`src/rtl/rrs_pkg.sv`:
```
package rrs_pkg;

    // byte width able to hold 4096
    localparam int SZ_W = 13;

    typedef enum logic [1:0] {
        ST_IDLE  = 2'd0,
        ST_SPLIT = 2'd1,
        ST_DRAIN = 2'd2
    } rrs_state_e;

endpackage

```
`src/rtl/rrs_size_decode.sv`:
```
module rrs_size_decode
    import rrs_pkg::*;
(
    input  logic [2:0]      code,
    output logic [SZ_W-1:0] limit_bytes
);

    always_comb begin
        if (code > 3'd5) begin
            limit_bytes = SZ_W'(128);
        end else begin
            limit_bytes = SZ_W'(128) << code;
        end
    end

endmodule

```
`src/rtl/rrs_chunk_calc.sv`:
```
module rrs_chunk_calc
    import rrs_pkg::*;
#(
    parameter int LEN_W = 16
) (
    input  logic [11:0]      addr_lo,
    input  logic [LEN_W-1:0] rem_bytes,
    input  logic [SZ_W-1:0]  limit_bytes,
    output logic [SZ_W-1:0]  chunk_bytes,
    output logic             chunk_last
);

    logic [11:0]      align_mask;
    logic [11:0]      offset;
    logic [SZ_W-1:0]  to_limit;
    logic [SZ_W-1:0]  to_page;
    logic [SZ_W-1:0]  room;
    logic [LEN_W-1:0] room_ext;

    always_comb begin
        align_mask = limit_bytes[11:0] - 12'd1;
        offset     = addr_lo & align_mask;
        to_limit   = limit_bytes - {1'b0, offset};
        to_page    = SZ_W'(4096) - {1'b0, addr_lo};
        room       = (to_limit < to_page) ? to_limit : to_page;
        room_ext   = LEN_W'(room);
        chunk_last = (rem_bytes <= room_ext);
        chunk_bytes = chunk_last ? SZ_W'(rem_bytes) : room;
    end

endmodule

```
`src/rtl/rrs_tag_pool.sv`:
```
module rrs_tag_pool #(
    parameter int NTAGS = 4,
    localparam int TAG_W = $clog2(NTAGS)
) (
    input  logic             clk,
    input  logic             rst_n,
    input  logic             alloc,
    input  logic             free_valid,
    input  logic [TAG_W-1:0] free_tag,
    output logic [TAG_W-1:0] next_tag,
    output logic             next_free,
    output logic [NTAGS-1:0] tag_busy,
    output logic             pool_empty
);

    logic [TAG_W-1:0] ptr_q;

    for (genvar g = 0; g < NTAGS; g++) begin : g_tag
        always_ff @(posedge clk) begin
            if (!rst_n) begin
                tag_busy[g] <= 1'b0;
            end else if (alloc && (ptr_q == TAG_W'(g))) begin
                tag_busy[g] <= 1'b1;
            end else if (free_valid && (free_tag == TAG_W'(g))) begin
                tag_busy[g] <= 1'b0;
            end
        end
    end

    always_ff @(posedge clk) begin
        if (!rst_n) begin
            ptr_q <= '0;
        end else if (alloc) begin
            ptr_q <= (ptr_q == TAG_W'(NTAGS - 1)) ? '0 : ptr_q + 1'b1;
        end
    end

    always_comb begin
        next_tag   = ptr_q;
        next_free  = !tag_busy[ptr_q];
        pool_empty = (tag_busy == '0);
    end

endmodule

```
`src/rtl/rrs_read_splitter.sv`:
```
module rrs_read_splitter
    import rrs_pkg::*;
#(
    parameter int ADDR_W = 32,
    parameter int LEN_W  = 16,
    parameter int NTAGS  = 4,
    localparam int TAG_W = $clog2(NTAGS),
    localparam int DW_W  = SZ_W - 2
) (
    input  logic              clk,
    input  logic              rst_n,
    input  logic [2:0]        mrrs_code,
    input  logic              cmd_valid,
    output logic              cmd_ready,
    input  logic [ADDR_W-1:0] cmd_addr,
    input  logic [LEN_W-1:0]  cmd_len,
    output logic              req_valid,
    input  logic              req_ready,
    output logic [ADDR_W-1:0] req_addr,
    output logic [DW_W-1:0]   req_len_dw,
    output logic [TAG_W-1:0]  req_tag,
    input  logic              cpl_done_valid,
    input  logic [TAG_W-1:0]  cpl_done_tag,
    output logic              busy
);

    rrs_state_e        state_q, state_d;
    logic [ADDR_W-1:0] addr_q;
    logic [LEN_W-1:0]  rem_q;
    logic [2:0]        code_q;

    logic [SZ_W-1:0]   mrrs_bytes;
    logic [SZ_W-1:0]   chunk_bytes;
    logic              chunk_last;
    logic [TAG_W-1:0]  next_tag;
    logic              next_free;
    logic [NTAGS-1:0]  tag_busy;
    logic              pool_empty;
    logic              cmd_fire;
    logic              req_fire;

    rrs_size_decode u_size (
        .code        (code_q),
        .limit_bytes (mrrs_bytes)
    );

    rrs_chunk_calc #(.LEN_W(LEN_W)) u_chunk (
        .addr_lo     (addr_q[11:0]),
        .rem_bytes   (rem_q),
        .limit_bytes (mrrs_bytes),
        .chunk_bytes (chunk_bytes),
        .chunk_last  (chunk_last)
    );

    rrs_tag_pool #(.NTAGS(NTAGS)) u_pool (
        .clk        (clk),
        .rst_n      (rst_n),
        .alloc      (req_fire),
        .free_valid (cpl_done_valid),
        .free_tag   (cpl_done_tag),
        .next_tag   (next_tag),
        .next_free  (next_free),
        .tag_busy   (tag_busy),
        .pool_empty (pool_empty)
    );

    assign cmd_fire = cmd_valid && cmd_ready;
    assign req_fire = req_valid && req_ready;

    // state register
    always_ff @(posedge clk) begin
        if (!rst_n) begin
            state_q <= ST_IDLE;
        end else begin
            state_q <= state_d;
        end
    end

    // next state
    always_comb begin
        state_d = state_q;
        unique case (state_q)
            ST_IDLE: begin
                if (cmd_fire) state_d = ST_SPLIT;
            end
            ST_SPLIT: begin
                if (req_fire && chunk_last) state_d = ST_DRAIN;
            end
            ST_DRAIN: begin
                if (cmd_fire)        state_d = ST_SPLIT;
                else if (pool_empty) state_d = ST_IDLE;
            end
            default: state_d = ST_IDLE;
        endcase
    end

    // outputs
    always_comb begin
        cmd_ready  = (state_q != ST_SPLIT);
        busy       = (state_q != ST_IDLE);
        req_valid  = (state_q == ST_SPLIT) && next_free;
        req_addr   = addr_q;
        req_len_dw = chunk_bytes[SZ_W-1:2];
        req_tag    = next_tag;
    end

    // command cursor
    always_ff @(posedge clk) begin
        if (!rst_n) begin
            addr_q <= '0;
            rem_q  <= '0;
            code_q <= '0;
        end else if (cmd_fire) begin
            addr_q <= cmd_addr;
            rem_q  <= cmd_len;
            code_q <= mrrs_code;
        end else if (req_fire) begin
            addr_q <= addr_q + ADDR_W'(chunk_bytes);
            rem_q  <= rem_q - LEN_W'(chunk_bytes);
        end
    end

endmodule

```
`config.mk`:
```
export PLATFORM = sky130hd
export DESIGN_NAME = rrs_read_splitter
export DESIGN_NICKNAME = d
export VERILOG_FILES = /design/src/rtl/rrs_pkg.sv /design/src/rtl/rrs_size_decode.sv /design/src/rtl/rrs_chunk_calc.sv /design/src/rtl/rrs_tag_pool.sv /design/src/rtl/rrs_read_splitter.sv
export SDC_FILE = /design/constraint.sdc
export NUM_CORES = 1
export LEC_CHECK = 0
export BUFFER_PORTS_ARGS = -buffer_cell sky130_fd_sc_hd__buf_4
export CORE_UTILIZATION = 48
export DETAILED_ROUTE_END_ITERATION = 8
export PLACE_DENSITY = 0.75
export SLEW_MARGIN = 20
export SYNTH_ARGS = -nofsm -noshare
export SYNTH_HDL_FRONTEND = slang
export SYNTH_SLANG_ARGS = --single-unit
```
`constraint.sdc`:
```
create_clock -name clk -period 17.66 [get_ports clk]
set_clock_uncertainty 0.2 [all_clocks]
set_input_delay 3.532 -clock clk [delete_from_list [all_inputs] [get_ports clk]]
set_output_delay 3.532 -clock clk [all_outputs]
set_load 0.02 [all_outputs]
```
==> results of run 1 <==
==> sequential cells by signal (all words and copies together) (netlist names) <==
name,cells
req_addr,32
code_q,3
u_pool.next_tag,2
rem_q,16
state_q,2
u_pool.tag_busy,4
==> path summary, 6_finish.rpt <==
check	end	slack, ns	startpoint	cells after the start
max	req_len_dw[10]	6.84	code_q[2]$_SDFFE_PN0P_	23
min	rem_q[4]$_SDFFE_PN0P_	0.31	rem_q[4]$_SDFFE_PN0P_	2
max reg2reg	req_addr[22]$_SDFFE_PN0P_	8.57	code_q[2]$_SDFFE_PN0P_	33
min reg2reg	rem_q[4]$_SDFFE_PN0P_	0.31	rem_q[4]$_SDFFE_PN0P_	2
==> placed cells by master, fill, tap and decap left out, types with 12 or more instances in the layout <==
master    count
buf_4       108
a21oi_1      70
nand2_1      61
dfxtp_1      59
ha_1         55
o21ai_0      53
nor2_1       39
inv_1        37
xnor2_1      25
xor2_1       20
mux2i_1      18
a21o_1       16
nor3_1       15
nand3_1      14
a211oi_1     13
clkbuf_8     12
==> where the power goes <==
part           internal, mW  leakage (nW)  switching (mW)
Sequential            0.149         0.488          0.0254
Clock                0.0762         0.108          0.0585
Combinational         0.245          2.22           0.347
Total                 0.470          2.81           0.431
==> cell type report <==
class                           instances  area share (%)
Tap cell                              140            2.72
Clock inverter                          4           0.739
Multi-Input combinational cell        559            60.8
Sequential cell                        59            18.4
Inverter                               38            2.22
Clock buffer                           12            2.57
Timing Repair Buffer                  108            12.6
==> kinds of logic after synthesis <==
kind of cell               after synthesis  share of synthesized area (%)
AOI/OAI and AO/OA                      229                           27.4
xor gates and xnor gates                45                           7.35
adders and majority gates               57                           13.6
buffers and inverters                   71                           5.13
DFF                                     59                           22.0
muxes                                   27                           5.46
and+or+nand+nor                        201                           19.0
==> tightest hold or removal path, delay by kind of cell, from the launching register on <==
family          cells  cell delay [ns]
compound gates      1             0.05
simple gates        1             0.07
flops               1             0.35
==> stage by stage <==
step,util (%),power [mW],setup slack (ns),cells,hold WS (ns)
6_report,59.4,0.901,6.84,920,0.313
5_1_grt,59.4,0.969,6.41,920,0.338
4_1_cts,59.4,0.894,6.88,920,0.306
3_5_place_dp,57.4,0.757,7.33,904,0.295
3_3_place_gp,57.4,0.741,7.69,904,0.291
2_1_floorplan,-,0.598,8.45,689,0.263
==> layer usage <==
layer | wire, um | vias up | GRT usage, %
met2 | 7660 | 223 | 47.0
met4 | 283 | 0 | 9.78
met1 | 6700 | 2668 | 35.6
li1 | - | 2710 | -
met5 | 0 | - | 0
met3 | 1230 | 30 | 5.75
==> cell usage after synthesis (6+ instances only) <==
cell       number
clkbuf_1       23
a31oi_1         6
or3_1           9
ha_1           55
nand2b_1       10
nor2b_1         8
o221ai_1        9
mux2_2          8
nand2_1        62
xor2_1         20
mux2i_1        18
o21a_1          8
o211ai_1       10
a21o_1         16
nor2_1         39
a2111oi_0       6
and3_1          6
nor3_1         16
xnor2_1        25
buf_2           7
dfxtp_1        59
nand3_1        14
a211oi_1       13
inv_1          37
a21oi_1        70
o2111ai_1       8
o21ai_0        53
==> metrics list, run 1 <==
* Setup repair after global routing missed its margin: no
- Maximum fanout along the worst path: 24
- Total area of multi-input combinational cells: 0.00391 mm2
- Setup violations remaining at the end of the flow were counted as 0.
* DIE AREA: about 0.012 mm2
* HPWL after detailed placement: 11700 um
- The share of synthesized area in the top cell type comes to 22.0%.
* P_leak: between 2 and 3 nW
- Final TNS setup: 0 ns
- Rel. slew slack: 28.6%
* Cell area after layout: 0.00644 mm2
* Die height: 108 um
* Count of inserted antenna diode cells: 0
* Crit-path cells: inv_1, nor4_1, xor2_1, nand2_1, ha_1, and3_1, o211ai_1, o211ai_1, inv_1, ha_1, and4_1, a221oi_1, o21ai_0, a31oi_2, mux2i_1, inv_1, ha_1, or4_1, a221o_1, a31oi_1, a21o_1, mux2_2, buf_4
* Drc violations: 0
- Post-synthesis area per instance: 7.78 um2
- Across the VDD grid, the largest voltage drop is approximately 0.085 mV.
- Routed wire length: 15900 um
* Register bit total from synthesis: 59
- Number of clock sinks: 59
- Number of buffers created by CTS: 9
- Once the floorplan was initialized, standard cells occupied 49.5% of the core.
* Area growth from synthesis to final layout: 20.0%
- Netlist area before placement: 0.00536 mm2
- Root buffer cell: clkbuf_8
* Clock buffer depth: 2
* Achievable Freq: 92.4 MHz
- H-tree lvl count: 3
- The initial antenna violation count came to 0.
- The flow ran to the end, and the final reports show no timing, DRC or antenna violations.
- Grouping stages by cell kind, the critical path spends the most delay in compound AO/OA/AOI/OAI gates.
- Filler cell count: 1011
- Post-CTS repair changed the size of 0 cells.
- Summing all placed instances gives a cell area of 0.00622 mm2.
- STA puts the critical path data required time at approximately 14 ns.
- The number of global-route vias before repair was ~5.3k.
- The tightest min-delay check is of the reg -> reg type.
* Number of violations of the max-capacitance limit: 0
- On the worst path, the slowest cell contributes a delay of 0.82 ns.
- Synthesis handed over a netlist of 689 instances.
- Cells with a size suffix above 1 make up 18.7% of the layout.
- Startpoint kind of the worst setup timing path: flop
- At the pin with the least slew margin, the transition time is 1.07 ns.
- First-iteration detailed-routing DRC count: just under 500
- In the global route stage, overall resource usage came out at 28.1%.
- Count of pins on the block boundary: roughly 110
- Maximum number of pins on one net before global-route repair: 70
* Sort of element at the end of the critical path: primary output
- Among all flip-flop cells after synthesis, the most frequent one is dfxtp_1.
- Buffers inserted to repair hold after CTS numbered 0.
- Drt first pass iters: 5
- The worst setup path is of the reg -> out kind.
- Slew Limit Fails: 0
- DRT antenna net count: 0
- The netlist uses 68 different library cells.
* Final Hold Viols: 0
- Syn Nets: about 800
- Post-CTS clock slew at the launch and capture registers of the worst setup and hold paths: around 0.07 ns
* Dominant cells by area after synthesis: dfxtp_1 (22%), ha_1 (13%), a21oi_1 (6.5%), o21ai_0 (4.9%), nand2_1 (4.3%)
* Count of synthesis-stage warnings from yosys: 0
- After clock tree synthesis, the setup repair step added 0 buffers.
* Cell with the biggest individual delay on the critical path: a21o_1
* CTS tree: yes
* Final period util: 61.3%
* WP data arrival: 7.09 ns
* Vias after detailed routing: 5631
* Library cell occupying the most area in the post-synthesis netlist: dfxtp_1
- Average wire length per cell after detail routing: 17.3 um
- Portion of the post-synthesis area used by sequential elements: 22.0%
- Input and output buffers added on the ports amount to 105.
- Power per unit of standard cell area: between 100 and 150 mW/mm2
* Global route total overflow: 0
* Via density: slightly above 6
- Net count, final: 890
* Horizontal die dimension: around 110 um
- In this run, synthesis inferred 0 flip-flops with an integrated enable.
- Floorplan row count: 38
- Core ar.: 0.0108 mm2
- RePlAce Congestion: 0.967
- Clock period minus worst slack: 10.82 ns
- At the later pin of the worst-skew pair, clock insertion delay measures 0.35 ns.
* Seq. cell area: 0.00118 mm2
- The first global-routing pass estimated between 20000 and 30000 um of wire.
- Async set or reset register ratio after synthesis: 0%
- The critical path contains buffers and inverters numbering 4 combined.
(Power assumes the default switching activity.)
==> inputs of run 2 (changes only) <==
==> constraint.sdc (replaced) <==
create_clock -name clk -period 10.4 [get_ports clk]
set_clock_uncertainty 0.2 [all_clocks]
set_input_delay 2.08 -clock clk [delete_from_list [all_inputs] [get_ports clk]]
set_output_delay 2.08 -clock clk [all_outputs]
set_load 0.02 [all_outputs]
==> metrics list, run 2 (same netlist as run 1, synthesis figures left out) <==
- Core ar.: 0.0108 mm2
* Via density: between 6 and 7
- Sort of element at the end of the critical path: primary output
* Clock group share of total power: 13.6%
- The number of clock buffers added by TritonCTS is 9.
- Count of pins on the block boundary: 106
* Number of clock sinks: 59
- The signal on the critical path passes through inv_1, nor4_1, xor2_1, nand2_1, ha_1, and3_1, o211ai_1, o211ai_1, inv_1, ha_1, and4_1, a221oi_1, o21ai_0, a31oi_2, mux2i_1, inv_1, ha_1, or4_1, a221o_1, a31oi_1, a21o_1, mux2_2, buf_4.
- For this block, the initial DRC count from the detailed router was 400.
- For this run, design rule violations remaining after detail routing come to 0.
- Hold is met by 0.305 ns.
- H-tree lvl count: 3
- CP Launch Point: code_q[2]$_SDFFE_PN0P_
- CTS tree: yes
- Final Hold Viols: 0
- Final-report setup violation count: 0
* Number of cells upsized or downsized after cts: 0
- The global routing stage identified its most utilized layer as met2.
- The final critical path takes up 88.9% of the cycle.
- Initial Util: 49.5%
- Kind of cell adding the most delay to the critical path: compound AO/OA/AOI/OAI gates
- Most common cell after layout, fill and taps aside: buf_4
* Slew Limit Fails: 0
- For this design the ratio of total power to cell area is 235 mW/mm2.
- The analysis attributes to net switching a power of 739 uW.
- Number of buffers inserted to repair setup after CTS: 0
- Cell with the biggest individual delay on the critical path: a21o_1
* Met1 Use GR: 34.6%
* Post-CTS clock slew at the launch and capture registers of the worst setup and hold paths: 0.07 ns
* Req. time, crit path: 8.12 ns
- Fraction of final layout cells sized beyond drive strength 1: 18.6%
- After global routing the overflow that remains totals 0.
* Setup repair after global routing missed its margin: no
- The worst path needs roughly 9.2 ns of the cycle, external delays included.
- Buffering stage count on the worst path with inverters included: 4
* Class of the tightest hold or removal check: reg -> reg
* Filler cell count: 1005
- Worst-skew pair later-pin latency: 0.36 ns
- Transition at the pin with the smallest max-transition slack: 1.04 ns
* Clock buffer depth: 2
* Routed wire length: 16100 um
- Count of inserted antenna diode cells: 0
* Final TNS setup: 0 ns
- Proportion of total power due to net switching: 49.1%
* Global-route usage over all layers: 28.3%
- In the layout the commonest cells are buf_4 (108), a21oi_1 (70), nand2_1 (61).
- The flow ran to the end, and the final reports show no timing, DRC or antenna violations.
* HPWL after detailed placement: roughly 12000 um
* RePlAce Congestion: 0.954
* Average wire length per cell after detail routing: 17.5 um
- The worst setup path is of the reg -> out kind.
- Global-route met3 utilization: 6.30%
- Derived from the worst setup path, the maximum achievable clock frequency is 108 MHz.
- The register with the most flip-flops in the layout has 32 of them.
- Worst IR drop on VDD: approximately 0.13 mV
* GR met2 Demand/Resource: about 48%
- Number of hold buffers added after CTS: 0
* Maximum fanout along the worst path: 24
- Floorplan row count: 38
* Horizontal die dimension: 108 um
* Die height: 108 um
- Internal power comes to 767 uW.
* Number of buffer cells added on primary ports: about 110
* Min-Delay Startpoint: rem_q[4]$_SDFFE_PN0P_
* Via count of the first global-routing pass: between 5k and 6k
* Highest cell delay on the worst timing path: 0.81 ns
- In this run the static leakage power is 2.80 nW.
* Root buffer cell: clkbuf_8
- Launch instance of the worst register-to-register path: code_q[2]$_SDFFE_PN0P_
- The first global-routing pass estimated between 20000 and 30000 um of wire.
* Drt first pass iters: 5
- Area growth from synthesis to final layout: 19.4%
- The tool flagged a number of max-cap violations equal to 0.
- Antenna violations before repair: 0
- The design draws about 1.5 mW.
- The final layout contains 890 nets.
- DRT antenna net count: 0
- Rel. slew slack: just under 30%
- STA classifies the critical path startpoint as a flop.
* Vias after detailed routing: 5565
- Combinational share of power: around 67%
* DIE AREA: 0.0116 mm2
* Flop pwr share: 19.6%
* WP data arrival: 6.96 ns
- Maximum number of pins on one net before global-route repair: 70
run 2: cell type report:
class | instances | area [um2] | share of cell area, %
multi-input cells | 559 | 3910 | 61.1
clock inverters | 4 | 26.3 | 0.410
repair buffers | 108 | 811 | 12.7
clock buffers | 11 | 151 | 2.37
inverters | 38 | 143 | 2.23
well taps | 140 | 175 | 2.74
flip-flops and latches | 59 | 1180 | 18.5
run 2: tightest hold or removal path, stage by stage, from the launching register on:
cell and delay, ns:
dfxtp_1 0.34, nand2_1 0.06, a21oi_1 0.05
run 2: final timing paths:
| path | to | slack, ns | cells past startpoint |
|---|---|---|---|
| max | req_len_dw[10] | 1.16 | 23 |
| min | rem_q[4]$_SDFFE_PN0P_ | 0.31 | 2 |
| max reg2reg | req_addr[22]$_SDFFE_PN0P_ | 1.54 | 33 |
| min reg2reg | rem_q[4]$_SDFFE_PN0P_ | 0.31 | 2 |
run 2: layer usage:
metal / vias up / wire length [um]
li1: 2717 / -
met1: 2600 / 6950
met2: 205 / 7650
met3: 43 / 1080
met4: 0 / 390
met5: - / 0
run 2: power by group through the flow:
| stage | Clock [mW] | Combinational, mW | Sequential, mW |
|---|---|---|---|
| 6_report | 0.204 | 1.01 | 0.296 |
| 5_1_grt | 0.217 | 1.09 | 0.299 |
| 4_1_cts | 0.207 | 0.989 | 0.294 |
| 3_5_place_dp | 0 | 0.982 | 0.299 |
| 3_3_place_gp | 0 | 0.957 | 0.298 |
| 2_1_floorplan | 0 | 0.713 | 0.302 |
run 2: metrics by stage:
stage                     instances  worst slack [ns]  utilization, %  instance area [um2]
after floorplan                 689              2.64               -                 5360
after global placement          904              1.84            57.4                 6220
after detailed placement        904              1.64            57.4                 6220
after CTS                       919              1.23            59.0                 6400
after global routing            919             0.699            59.0                 6400
final                           919              1.16            59.0                 6400
==> inputs of run 3 (changes only) <==
--- a/config.mk
+++ b/config.mk
@@ -5,10 +5,11 @@
 export SDC_FILE = /design/constraint.sdc
 export NUM_CORES = 1
 export LEC_CHECK = 0
+export ABC_AREA = 1
 export BUFFER_PORTS_ARGS = -buffer_cell sky130_fd_sc_hd__buf_4
 export CORE_UTILIZATION = 48
 export DETAILED_ROUTE_END_ITERATION = 8
-export PLACE_DENSITY = 0.75
+export PLACE_DENSITY = 0.74
 export SLEW_MARGIN = 20
 export SYNTH_ARGS = -nofsm -noshare
 export SYNTH_HDL_FRONTEND = slang
==> metrics list, run 3 <==
- Run status: finished, final reports clean
- In this run the remaining antenna-violating nets after routing total 0.
- Class of the tightest hold or removal check: reg -> reg
* Syn Nets: around 1.2k
- The number of slew-limit violations in the final report is 0.
- Root buffer cell: clkbuf_16
- Together, buffers and inverters on the worst path number 4.
* Clock buffer depth: 2
- Count of inserted antenna diode cells: 0
- The number of global-route vias before repair came to 6512.
- The HPWL after detailed placement is 14900 um.
- The most numerous cell type found on the critical path is nand2_1.
* Floorplan row count: 41
* Dominant cells by area after synthesis: nand2_1 (19%), dfxtp_1 (19%), ha_1 (11%), nand3_1 (7.4%), inv_1 (7.1%)
* H-tree lvl count: 3
- Sort of element at the end of the critical path: primary output
* Register bit total from synthesis: 59
* Average wire length per cell after detail routing: 14.5 um
- The clock drives 59 sinks.
- For this run, the slowest stage of the critical path takes 0.40 ns.
- After clock tree synthesis, the clock-pin slew on the worst setup and hold paths is 0.06 ns.
- The area growth from synthesis to layout is 18.9%.
* Vias after detailed routing: 7099
- In the finished design, the share of the clock period the worst path needs comes to 73.8%.
- IR analysis of the VDD net gives a maximum drop of about 0.16 mV.
- TritonCTS built the clock tree.
- Initial Util: 49.8%
* Library cell occupying the most area in the post-synthesis netlist: nand2_1
* Number of buffers created by CTS: 9
- The count of buffers added on input and output ports is 105.
* Final-report setup violation count: 0
- Number of flip-flops in the largest register: 32
- In the synthesized netlist the dominant register cell turns out to be dfxtp_1.
- The pre-antenna-repair detailed-routing pass consisted of 5 iterations.
- Summed over all layers, the routed wires come to 19300 um.
* Number of violations of the max-capacitance limit: 0
- The largest individual stage delay along the critical path comes from the cell o21ai_1.
- For this run, the top clock speed supported by timing is about 130 MHz.
- Most frequently used cell type in the post-synthesis netlist: nand2_1
- Clock period minus worst slack: 7.67 ns
* Horizontal die dimension: roughly 120 um
- The initial antenna violation count came to 0.
- Async set or reset register ratio after synthesis: 0%
* Commonest non-fill, non-tap cells in the layout: nand2_1 (325), inv_1 (119), buf_4 (107)
- Most frequent cells after synthesis: nand2_1 (325), inv_1 (119), nor2_1 (96)
* Count of pins on the block boundary: 106
- Via density: 5.33
* Maximum number of pins on one net before global-route repair: 77
- Setup repair after global routing missed its margin: no
- Global-route wire length before repair: 31200 um
- Post-CTS repair changed the size of 0 cells.
- Drc violations: 0
- After synthesis, the largest area contributor takes up 19.3% of total cell area.
- Die height: between 100 and 150 um
- Yosys printed 0 warnings.
* Portion of the post-synthesis area used by sequential elements: 18.7%
- In the final design database the tool counted ~1.3k nets.
* WP data arrival: 5.39 ns
- In this run the static leakage power is 3.78 nW.
- The die covers 0.0137 mm2.
- Final Hold Viols: 0
- Netlist area before placement: 0.00633 mm2
* Transition at the pin with the smallest max-transition slack: between 1 and 1.5 ns
- Power per unit of standard cell area: 400 mW/mm2
* First-iteration detailed-routing DRC count: 457
- Rel. slew slack: 29.8%
* Number of hold buffers added after CTS: 0
- Number of enable-type register cells in the synthesized netlist: 0
* Kind of cell adding the most delay to the critical path: simple AND/OR/NAND/NOR gates
* Fraction of final layout cells sized beyond drive strength 1: between 15 and 20%
- Core ar.: ~0.013 mm2
- Post-synthesis area per instance: roughly 6 um2
- RePlAce Congestion: 0.994
- Number of buffers inserted to repair setup after CTS: 0
* Startpoint kind of the worst setup timing path: flop
* Most common cell after layout, fill and taps aside: nand2_1
- Post-synthesis cell count: 1066
* Number of distinct library cell variants in the gate-level netlist after synthesis: between 40 and 50
* Crit Path Category: reg -> out
- For the worst setup path, the data required time is 8.12 ns.
- Number of cells in the finished layout apart from fillers: about 1.3k
* Maximum fanout along the worst path: 25
- Global route total overflow: 0
* Final TNS setup: 0 ns
- In the global route stage, overall resource usage came out at between 20 and 30%.
- For the worst-skew pair, the clock arrives at the later sink with an insertion delay of ~0.35 ns.
* Instance count after placement with tap cells included: 1316
==> run 3: final timing paths <==
kind,startpoint,endpoint,slack [ns],depth (start not counted)
max reg2reg,code_q[1]$_SDFFE_PN0P_,req_addr[24]$_SDFFE_PN0P_,3.33,38
min,state_q[0]$_SDFFE_PN0P_,state_q[0]$_SDFFE_PN0P_,0.28,1
min reg2reg,state_q[0]$_SDFFE_PN0P_,state_q[0]$_SDFFE_PN0P_,0.28,1
max,code_q[1]$_SDFFE_PN0P_,req_len_dw[2],2.73,28
==> run 3: kinds of logic after synthesis <==
logic type / after synthesis / synth area share (%)
simple gates: 591 / 40.5
xor+xnor: 26 / 3.60
compound gates: 178 / 15.5
fa+ha+maj: 57 / 11.5
buf+inv: 155 / 10.2
flops: 59 / 18.7
==> run 3: per-layer routing <==
| layer | track usage, % | vias up | wire, um |
|---|---|---|---|
| li1 | - | 3641 | - |
| met3 | 4.94 | 42 | 1250 |
| met1 | 36.5 | 3194 | 8460 |
| met5 | 0 | - | 0 |
| met4 | 11.7 | 0 | 456 |
| met2 | 50.7 | 222 | 9090 |
==> run 3: worst register-to-register path, delay by kind of cell, from the launching register on <==
kind,cells,cell delay (ns)
flops,1,0.37
simple gates,19,2.24
compound gates,9,1.92
fa+ha+maj,6,1.81
buf+inv,4,0.35
==> run 3: power by group <==
part | switching [mW] | total (mW) | internal (mW)
logic | 1.48 | 2.29 | 0.802
registers | 0.0888 | 0.368 | 0.279
clock network | 0.117 | 0.358 | 0.241
total | 1.69 | 3.01 | 1.32
==> run 3: cell type report <==
cell class              instances  area [um2]
fillers                      1316        5190
clock inverters                 6         113
well taps                     172         215
clock buffers                  10         239
inverters                     126         475
multi-input cells             852        4500
repair buffers                107         803
flip-flops and latches         59        1180
==> run 3: metrics by stage <==
stage               setup WS (ns)  hold slack, ns  power, mW  instance area [um2]  utilization, %
floorplan                    3.88           0.247       2.03                 6330               -
global placement             3.25           0.260       2.60                 7180            56.4
detailed placement           3.14           0.271       2.61                 7180            56.4
CTS                          2.77           0.283       2.99                 7530            59.2
global route                 2.29           0.303       3.30                 7530            59.2
finish                       2.73           0.280       3.01                 7530            59.2
